===== src/rtl/dma2d_pkg.sv =====
// Shared types for the DMA address generator: register selects and step kinds.
package dma2d_pkg;

    typedef enum logic [2:0] {
        REG_CTRL  = 3'd0,
        REG_START = 3'd1,
        REG_ICNT  = 3'd2,
        REG_OCNT  = 3'd3,
        REG_ISTR  = 3'd4,
        REG_OSTR  = 3'd5,
        REG_CADDR = 3'd6,
        REG_CCNT  = 3'd7
    } reg_sel_e;

    typedef enum logic [1:0] {
        STEP_NONE  = 2'd0,
        STEP_INNER = 2'd1,
        STEP_OUTER = 2'd2
    } step_e;

endpackage


===== src/rtl/dma2d_regs.sv =====
// Configuration registers and enable control.
// Holds start address, counts and strides, plus enable and mode bits.
// Assumes one register access per cycle; mode changes only while disabled.
module dma2d_regs
    import dma2d_pkg::*;
#(
    parameter int AW = 32,
    parameter int CW = 16
) (
    input  logic          clk,
    input  logic          rst_n,
    input  logic          reg_we,
    input  logic [2:0]    reg_addr,
    input  logic [AW-1:0] reg_wdata,
    input  logic          finish,
    output logic          en,
    output logic          mode2d,
    output logic          start,
    output logic          start_2d,
    output logic [AW-1:0] start_addr,
    output logic [CW-1:0] icnt,
    output logic [CW-1:0] ocnt,
    output logic [AW-1:0] istr,
    output logic [AW-1:0] ostr
);

    logic ctrl_we;

    // Decode a control write and a session start.
    always_comb begin
        ctrl_we  = reg_we && (reg_addr == REG_CTRL);
        start    = ctrl_we && reg_wdata[0] && !en;
        start_2d = reg_wdata[1];
    end

    // Enable and mode: completion wins, then software writes.
    always_ff @(posedge clk) begin
        if (!rst_n) begin
            en     <= 1'b0;
            mode2d <= 1'b0;
        end else if (finish) begin
            en <= 1'b0;
        end else if (ctrl_we) begin
            en <= reg_wdata[0];
            if (!en) mode2d <= reg_wdata[1];
        end
    end

    // Plain configuration registers, writable at any time.
    always_ff @(posedge clk) begin
        if (!rst_n) begin
            start_addr <= '0;
            icnt       <= '0;
            ocnt       <= '0;
            istr       <= '0;
            ostr       <= '0;
        end else if (reg_we) begin
            case (reg_addr)
                REG_START: start_addr <= reg_wdata;
                REG_ICNT:  icnt       <= reg_wdata[CW-1:0];
                REG_OCNT:  ocnt       <= reg_wdata[CW-1:0];
                REG_ISTR:  istr       <= reg_wdata;
                REG_OSTR:  ostr       <= reg_wdata;
                default: ;
            endcase
        end
    end

endmodule


===== src/rtl/dma2d_walk.sv =====
// Element and row counters.
// Picks which stride each strobe applies and raises the row-end and done pulses.
// Assumes programmed counts of at least 1; a count of 0 behaves as 1.
module dma2d_walk
    import dma2d_pkg::*;
#(
    parameter int CW = 16
) (
    input  logic          clk,
    input  logic          rst_n,
    input  logic          start,
    input  logic          start_2d,
    input  logic          en,
    input  logic          mode2d,
    input  logic          strobe,
    input  logic [CW-1:0] icnt,
    input  logic [CW-1:0] ocnt,
    input  logic          cnt_we,
    input  logic [2*CW-1:0] cnt_wdata,
    output logic [CW-1:0] cur_in,
    output logic [CW-1:0] cur_out,
    output step_e         step,
    output logic          finish,
    output logic          row_end,
    output logic          unit_done
);

    logic active, last_in, last_row;

    // Classify the current strobe: within a row, at row end, or at unit end.
    always_comb begin
        active   = en && strobe;
        last_in  = (cur_in <= CW'(1));
        last_row = !mode2d || (cur_out <= CW'(1));
        step     = STEP_NONE;
        finish   = 1'b0;
        if (active) begin
            if (last_in && last_row) begin
                step   = STEP_INNER;
                finish = 1'b1;
            end else if (last_in) begin
                step = STEP_OUTER;
            end else begin
                step = STEP_INNER;
            end
        end
    end

    // Counter update: session load, software write while idle, or step.
    always_ff @(posedge clk) begin
        if (!rst_n) begin
            cur_in  <= '0;
            cur_out <= '0;
        end else if (start) begin
            cur_in  <= icnt;
            cur_out <= start_2d ? ocnt : CW'(1);
        end else if (cnt_we && !en) begin
            cur_in  <= cnt_wdata[CW-1:0];
            cur_out <= cnt_wdata[2*CW-1:CW];
        end else if (active) begin
            if (step == STEP_OUTER) begin
                cur_in  <= icnt;
                cur_out <= cur_out - CW'(1);
            end else begin
                cur_in <= cur_in - CW'(1);
                if (finish) cur_out <= cur_out - CW'(1);
            end
        end
    end

    // Registered one-cycle event pulses.
    always_ff @(posedge clk) begin
        if (!rst_n) begin
            row_end   <= 1'b0;
            unit_done <= 1'b0;
        end else begin
            row_end   <= active && last_in && mode2d;
            unit_done <= finish;
        end
    end

endmodule


===== src/rtl/dma2d_addr.sv =====
// Current address accumulator.
// Loads the start address and adds the selected signed stride.
// Assumes strides are two's-complement byte amounts; the sum wraps modulo 2^AW.
module dma2d_addr
    import dma2d_pkg::*;
#(
    parameter int AW = 32
) (
    input  logic          clk,
    input  logic          rst_n,
    input  logic          start,
    input  logic [AW-1:0] start_addr,
    input  step_e         step,
    input  logic [AW-1:0] istr,
    input  logic [AW-1:0] ostr,
    output logic [AW-1:0] cur_addr
);

    logic [AW-1:0] delta;

    // Select the stride for this cycle.
    always_comb begin
        case (step)
            STEP_INNER: delta = istr;
            STEP_OUTER: delta = ostr;
            default:    delta = '0;
        endcase
    end

    // Address register: load at session start, else accumulate.
    always_ff @(posedge clk) begin
        if (!rst_n)     cur_addr <= '0;
        else if (start) cur_addr <= start_addr;
        else            cur_addr <= cur_addr + delta;
    end

endmodule


===== src/rtl/dma2d_agen.sv =====
// Top of the DMA address generator.
// Joins registers, counters and address path, and muxes register reads.
// Assumes AW >= 2*CW so the packed counter register fits in one word.
module dma2d_agen
    import dma2d_pkg::*;
#(
    parameter int AW = 32,
    parameter int CW = 16
) (
    input  logic          clk,
    input  logic          rst_n,
    input  logic          reg_we,
    input  logic [2:0]    reg_addr,
    input  logic [AW-1:0] reg_wdata,
    output logic [AW-1:0] reg_rdata,
    input  logic          elem_done,
    output logic [AW-1:0] cur_addr,
    output logic          busy,
    output logic          row_end,
    output logic          unit_done
);

    logic          en, mode2d, start, start_2d, finish, cnt_we;
    logic [AW-1:0] start_addr, istr, ostr;
    logic [CW-1:0] icnt, ocnt, cur_in, cur_out;
    step_e         step;

    // Write strobe for the current-count register.
    always_comb begin
        cnt_we = reg_we && (reg_addr == REG_CCNT);
        busy   = en;
    end

    dma2d_regs #(.AW(AW), .CW(CW)) u_regs (
        .clk(clk), .rst_n(rst_n), .reg_we(reg_we), .reg_addr(reg_addr),
        .reg_wdata(reg_wdata), .finish(finish), .en(en), .mode2d(mode2d),
        .start(start), .start_2d(start_2d), .start_addr(start_addr),
        .icnt(icnt), .ocnt(ocnt), .istr(istr), .ostr(ostr)
    );

    dma2d_walk #(.CW(CW)) u_walk (
        .clk(clk), .rst_n(rst_n), .start(start), .start_2d(start_2d),
        .en(en), .mode2d(mode2d), .strobe(elem_done), .icnt(icnt),
        .ocnt(ocnt), .cnt_we(cnt_we), .cnt_wdata(reg_wdata[2*CW-1:0]),
        .cur_in(cur_in), .cur_out(cur_out), .step(step), .finish(finish),
        .row_end(row_end), .unit_done(unit_done)
    );

    dma2d_addr #(.AW(AW)) u_addr (
        .clk(clk), .rst_n(rst_n), .start(start), .start_addr(start_addr),
        .step(step), .istr(istr), .ostr(ostr), .cur_addr(cur_addr)
    );

    // Register read multiplexer.
    always_comb begin
        reg_rdata = '0;
        case (reg_addr)
            REG_CTRL:  reg_rdata = AW'({mode2d, en});
            REG_START: reg_rdata = start_addr;
            REG_ICNT:  reg_rdata = AW'(icnt);
            REG_OCNT:  reg_rdata = AW'(ocnt);
            REG_ISTR:  reg_rdata = istr;
            REG_OSTR:  reg_rdata = ostr;
            REG_CADDR: reg_rdata = cur_addr;
            REG_CCNT:  reg_rdata = AW'({cur_out, cur_in});
            default: ;
        endcase
    end

endmodule


===== config.mk =====
export PLATFORM = sky130hd
export DESIGN_NAME = dma2d_agen
export DESIGN_NICKNAME = d
export VERILOG_FILES = /design/src/rtl/dma2d_pkg.sv /design/src/rtl/dma2d_regs.sv /design/src/rtl/dma2d_walk.sv /design/src/rtl/dma2d_addr.sv /design/src/rtl/dma2d_agen.sv
export SDC_FILE = /design/constraint.sdc
export NUM_CORES = 1
export LEC_CHECK = 0
export ABC_AREA = 1
export BUFFER_PORTS_ARGS = -buffer_cell sky130_fd_sc_hd__buf_4
export CORE_UTILIZATION = 35
export CTS_BUF_LIST = sky130_fd_sc_hd__clkbuf_8 sky130_fd_sc_hd__clkbuf_16
export CTS_CLUSTER_SIZE = 25
export DETAILED_ROUTE_END_ITERATION = 10
export SLEW_MARGIN = 20
export SYNTH_ARGS = -nofsm -noshare
export SYNTH_HDL_FRONTEND = slang
export SYNTH_SLANG_ARGS = --single-unit

===== constraint.sdc =====
create_clock -name clk -period 3.2 [get_ports clk]
set_input_delay 0.32 -clock clk [delete_from_list [all_inputs] [get_ports clk]]
set_output_delay 0.32 -clock clk [all_outputs]
set_load 0.005 [all_outputs]

==> flow_summary.json <==
{
  "status": "finished, final reports clean",
  "dieWidth_um": 184.7,
  "synthToLayoutAreaGrowth_pct": 33.91,
  "crit_fanout": 7,
  "syn_inst": 1714,
  "worstHoldPathCells": 3,
  "skew_ns": 0.01933,
  "core_area_um2": 32700,
  "grt_max_degree": 96,
  "synth_largest_area_cell": "dfxtp_1",
  "wl_um": 48810,
  "synth_flop_cell": "dfxtp_1",
  "die_area_um2": 34100,
  "vias": 13400,
  "fmax_ghz": 0.3152,
  "p_seq_frac": 0.437,
  "hold_start": "reg_wdata[29]",
  "worst_ir_drop_vdd_uv": 404.6,
  "ff2ff_setup_slack_ns": 0.03,
  "avgRoutedWirePerCell_um": 20.27,
  "grt_pass1_vias": 12530,
  "postRouteAntennaNets": 0,
  "switching_share": 0.3131,
  "holdPathEnd": "u_regs.start_addr[29]",
  "hp-class": "input port to flip-flop",
  "endpoint_kind": "flip-flop",
  "yosysMostFrequentCell": "nand2_1",
  "ys_seq_area_frac": 0.3360,
  "startpoint_type": "flip-flop",
  "port_buffers": 105,
  "power.total_mw": 5.970,
  "stdcell_count": 2408,
  "place_congestion": 0.9427,
  "power_frac_clock": 0.364,
  "dp_cells": 2347,
  "synth_top_area_frac": 0.3360,
  "cap_violations": 0,
  "netlist_top_cells_area": "dfxtp_1, a21oi_1, o21ai_0",
  "synth_seq_cells": 196,
  "n_antenna_cell": 0,
  "syn_nets": 1789,
  "combPwrFrac": 0.199,
  "fin_crit_ns": 3.172,
  "min_period_over_period": 0.9914,
  "critPathRequiredTime_ns": 3.54,
  "cts_root_buffer": "clkbuf_16",
  "rr_worst_depth": 21,
  "htree_levels": 4,
  "grt_pass1_wl_um": 72550,
  "vias_per_cell": 5.565,
  "synthDistinctLibCells": 50,
  "powerDensity_nw_per_um2": 381.8,
  "internal_power_mw": 4.101,
  "synth_edf_count": 0,
  "clk_pin_slew_worst_paths_ns": 0.08,
  "yosys_warnings": 0,
  "antenna_found_initial": 0,
  "leakagePower_nw": 6.714,
  "r2r-start": "u_walk.cur_in[1]",
  "hold_violations": 0,
  "layout.nets": 2028,
  "drt-pass1-iter-count": 7,
  "io_pins": 106,
  "fp.dieH_um": 184.7,
  "dp_hpwl_um": 35400,
  "rsz0062_at_grt": "true",
  "slew_violations": 0,
  "drt_first_iter_violations": 1571,
  "postSynthAreaPerCell_um2": 6.814,
  "placed_area_um2": 14010,
  "tightest_slew_ns": 0.8461,
  "setup_slack_ns": 0.02753,
  "rows": 66,
  "utilization": 0.4782,
  "async_reset_ff_frac": 0,
  "overflow": 0,
  "netlist_area_um2": 11680,
  "finish.instance_area_um2": 15640,
  "cts_tree": "built",
  "ys_top_cells_by_count": "nand2_1, a21oi_1, inv_1",
  "crit_arrival_ns": 3.52,
  "dp_slack_ns": -0.3229,
  "cts_sinks": 196,
  "timing.setup.tns_ns": 0,
  "start_util": 0.3571,
  "p_sw_mw": 1.869,
  "clk_latency_ns": 0.45,
  "cts_buffers": 17,
  "worst_r2r_endpoint": "u_addr.cur_addr[24]",
  "clockBufferDepth": 2,
  "max_slew_margin": 0.4359,
  "grt_usage": 0.2803,
  "drive_gt1_frac": 0.2757,
  "hold_ws_ns": 0.1611,
  "setup_violations": 0,
  "criticalPathCategory": "flip-flop to flip-flop",
  "drc": 0
}
## flip-flops by register name, summed over array words and instances (netlist names)
register,cells
u_walk.unit_done,1
u_walk.row_end,1
u_regs.en,1
u_regs.icnt,16
u_walk.cur_out,16
u_regs.istr,32
u_regs.ocnt,16
u_regs.mode2d,1
u_regs.start_addr,32
u_addr.cur_addr,32
u_regs.ostr,32
u_walk.cur_in,16
## routing by layer
metal  vias to the layer above  wire, um  global-route usage
li1                       6346         -                   -
met1                      6358     21220              0.3870
met2                       614     21810              0.4388
met3                        83      4197             0.04426
met4                         0      1584              0.1005
met5                         -         0                   0
## layout by cell type (no fill, tap or decap), types with 24 or more instances in the layout
master	count
o2111ai_1	25
a21oi_2	27
a22oi_1	24
nor2_1	143
nand2_1	220
o211ai_1	24
nand2_2	31
nand3_1	64
o21ai_0	186
a21oi_1	177
inv_1	197
dfxtp_1	190
o22ai_1	30
buf_4	300
## kinds of logic (layout without fill, tap and decap cells)
kind of cell	Yosys count	count (layout)	synth area share
adder cells (fa/ha/maj)	36	36	0.03921
flip-flops	196	196	0.3360
AND/OR/NAND/NOR	539	539	0.1952
buffers and inverters	310	562	0.1057
AO/OA/AOI/OAI	606	606	0.3036
XOR/XNOR	27	27	0.02025
## cell type report
class                   count  area [um2]
clock inverters            15       146.4
multi-input cells        1208        7282
inverters                 218       823.3
clock buffers              17       425.4
well taps                 442       553.0
fillers                  3345       17060
repair buffers            312        2472
flip-flops and latches    196        3936
## critical path: stages, from the launching register on
cell     delay, ns
dfxtp_2       0.34
inv_4         0.08
ha_4          0.14
o21ai_2       0.07
nor2_2        0.11
nand2_2       0.09
nor2_4        0.18
nand2_8       0.13
o22ai_2       0.18
ha_2          0.23
inv_2         0.06
fa_2          0.37
inv_2         0.08
nand3_2       0.08
nand2_2       0.11
buf_6         0.11
a21oi_2       0.07
or2_2         0.30
nand4_1       0.09
nand3_1       0.11
nand2_1       0.08
inv_1         0.04
## power groups by stage
stage	registers, mW	logic, mW	clock network [mW]
after floorplan	2.64	0.634	0
after global placement	2.65	1.08	0
after detailed placement	2.65	1.09	0
after CTS	2.60	1.11	2.18
after global routing	2.61	1.30	2.28
final	2.61	1.19	2.18
## how the worst max path moves through the flow
| stage | slack, ns | end | from |
|---|---|---|---|
| floorplan | 0.004 | u_addr.cur_addr[22] | u_walk.cur_out[0] |
| global placement | -0.24 | u_addr.cur_addr[28] | u_walk.cur_out[0] |
| detailed placement | -0.32 | u_addr.cur_addr[28] | u_walk.cur_out[0] |
| CTS | -0.07 | u_addr.cur_addr[27] | u_walk.cur_in[1] |
| global route | -0.13 | u_addr.cur_addr[30] | u_walk.cur_in[1] |
| finish | 0.03 | u_addr.cur_addr[24] | u_walk.cur_in[1] |
## repair_timing
action                                  CTS  global route
endpoints found under the hold margin     0             0
gates resized for setup                  36           161
endpoints found under the setup margin   24            27
hold buffers                              0             0
cloned                                    0             3
pin swaps                                10            64
setup buffers                             9            17
(Power assumes the default switching activity.)
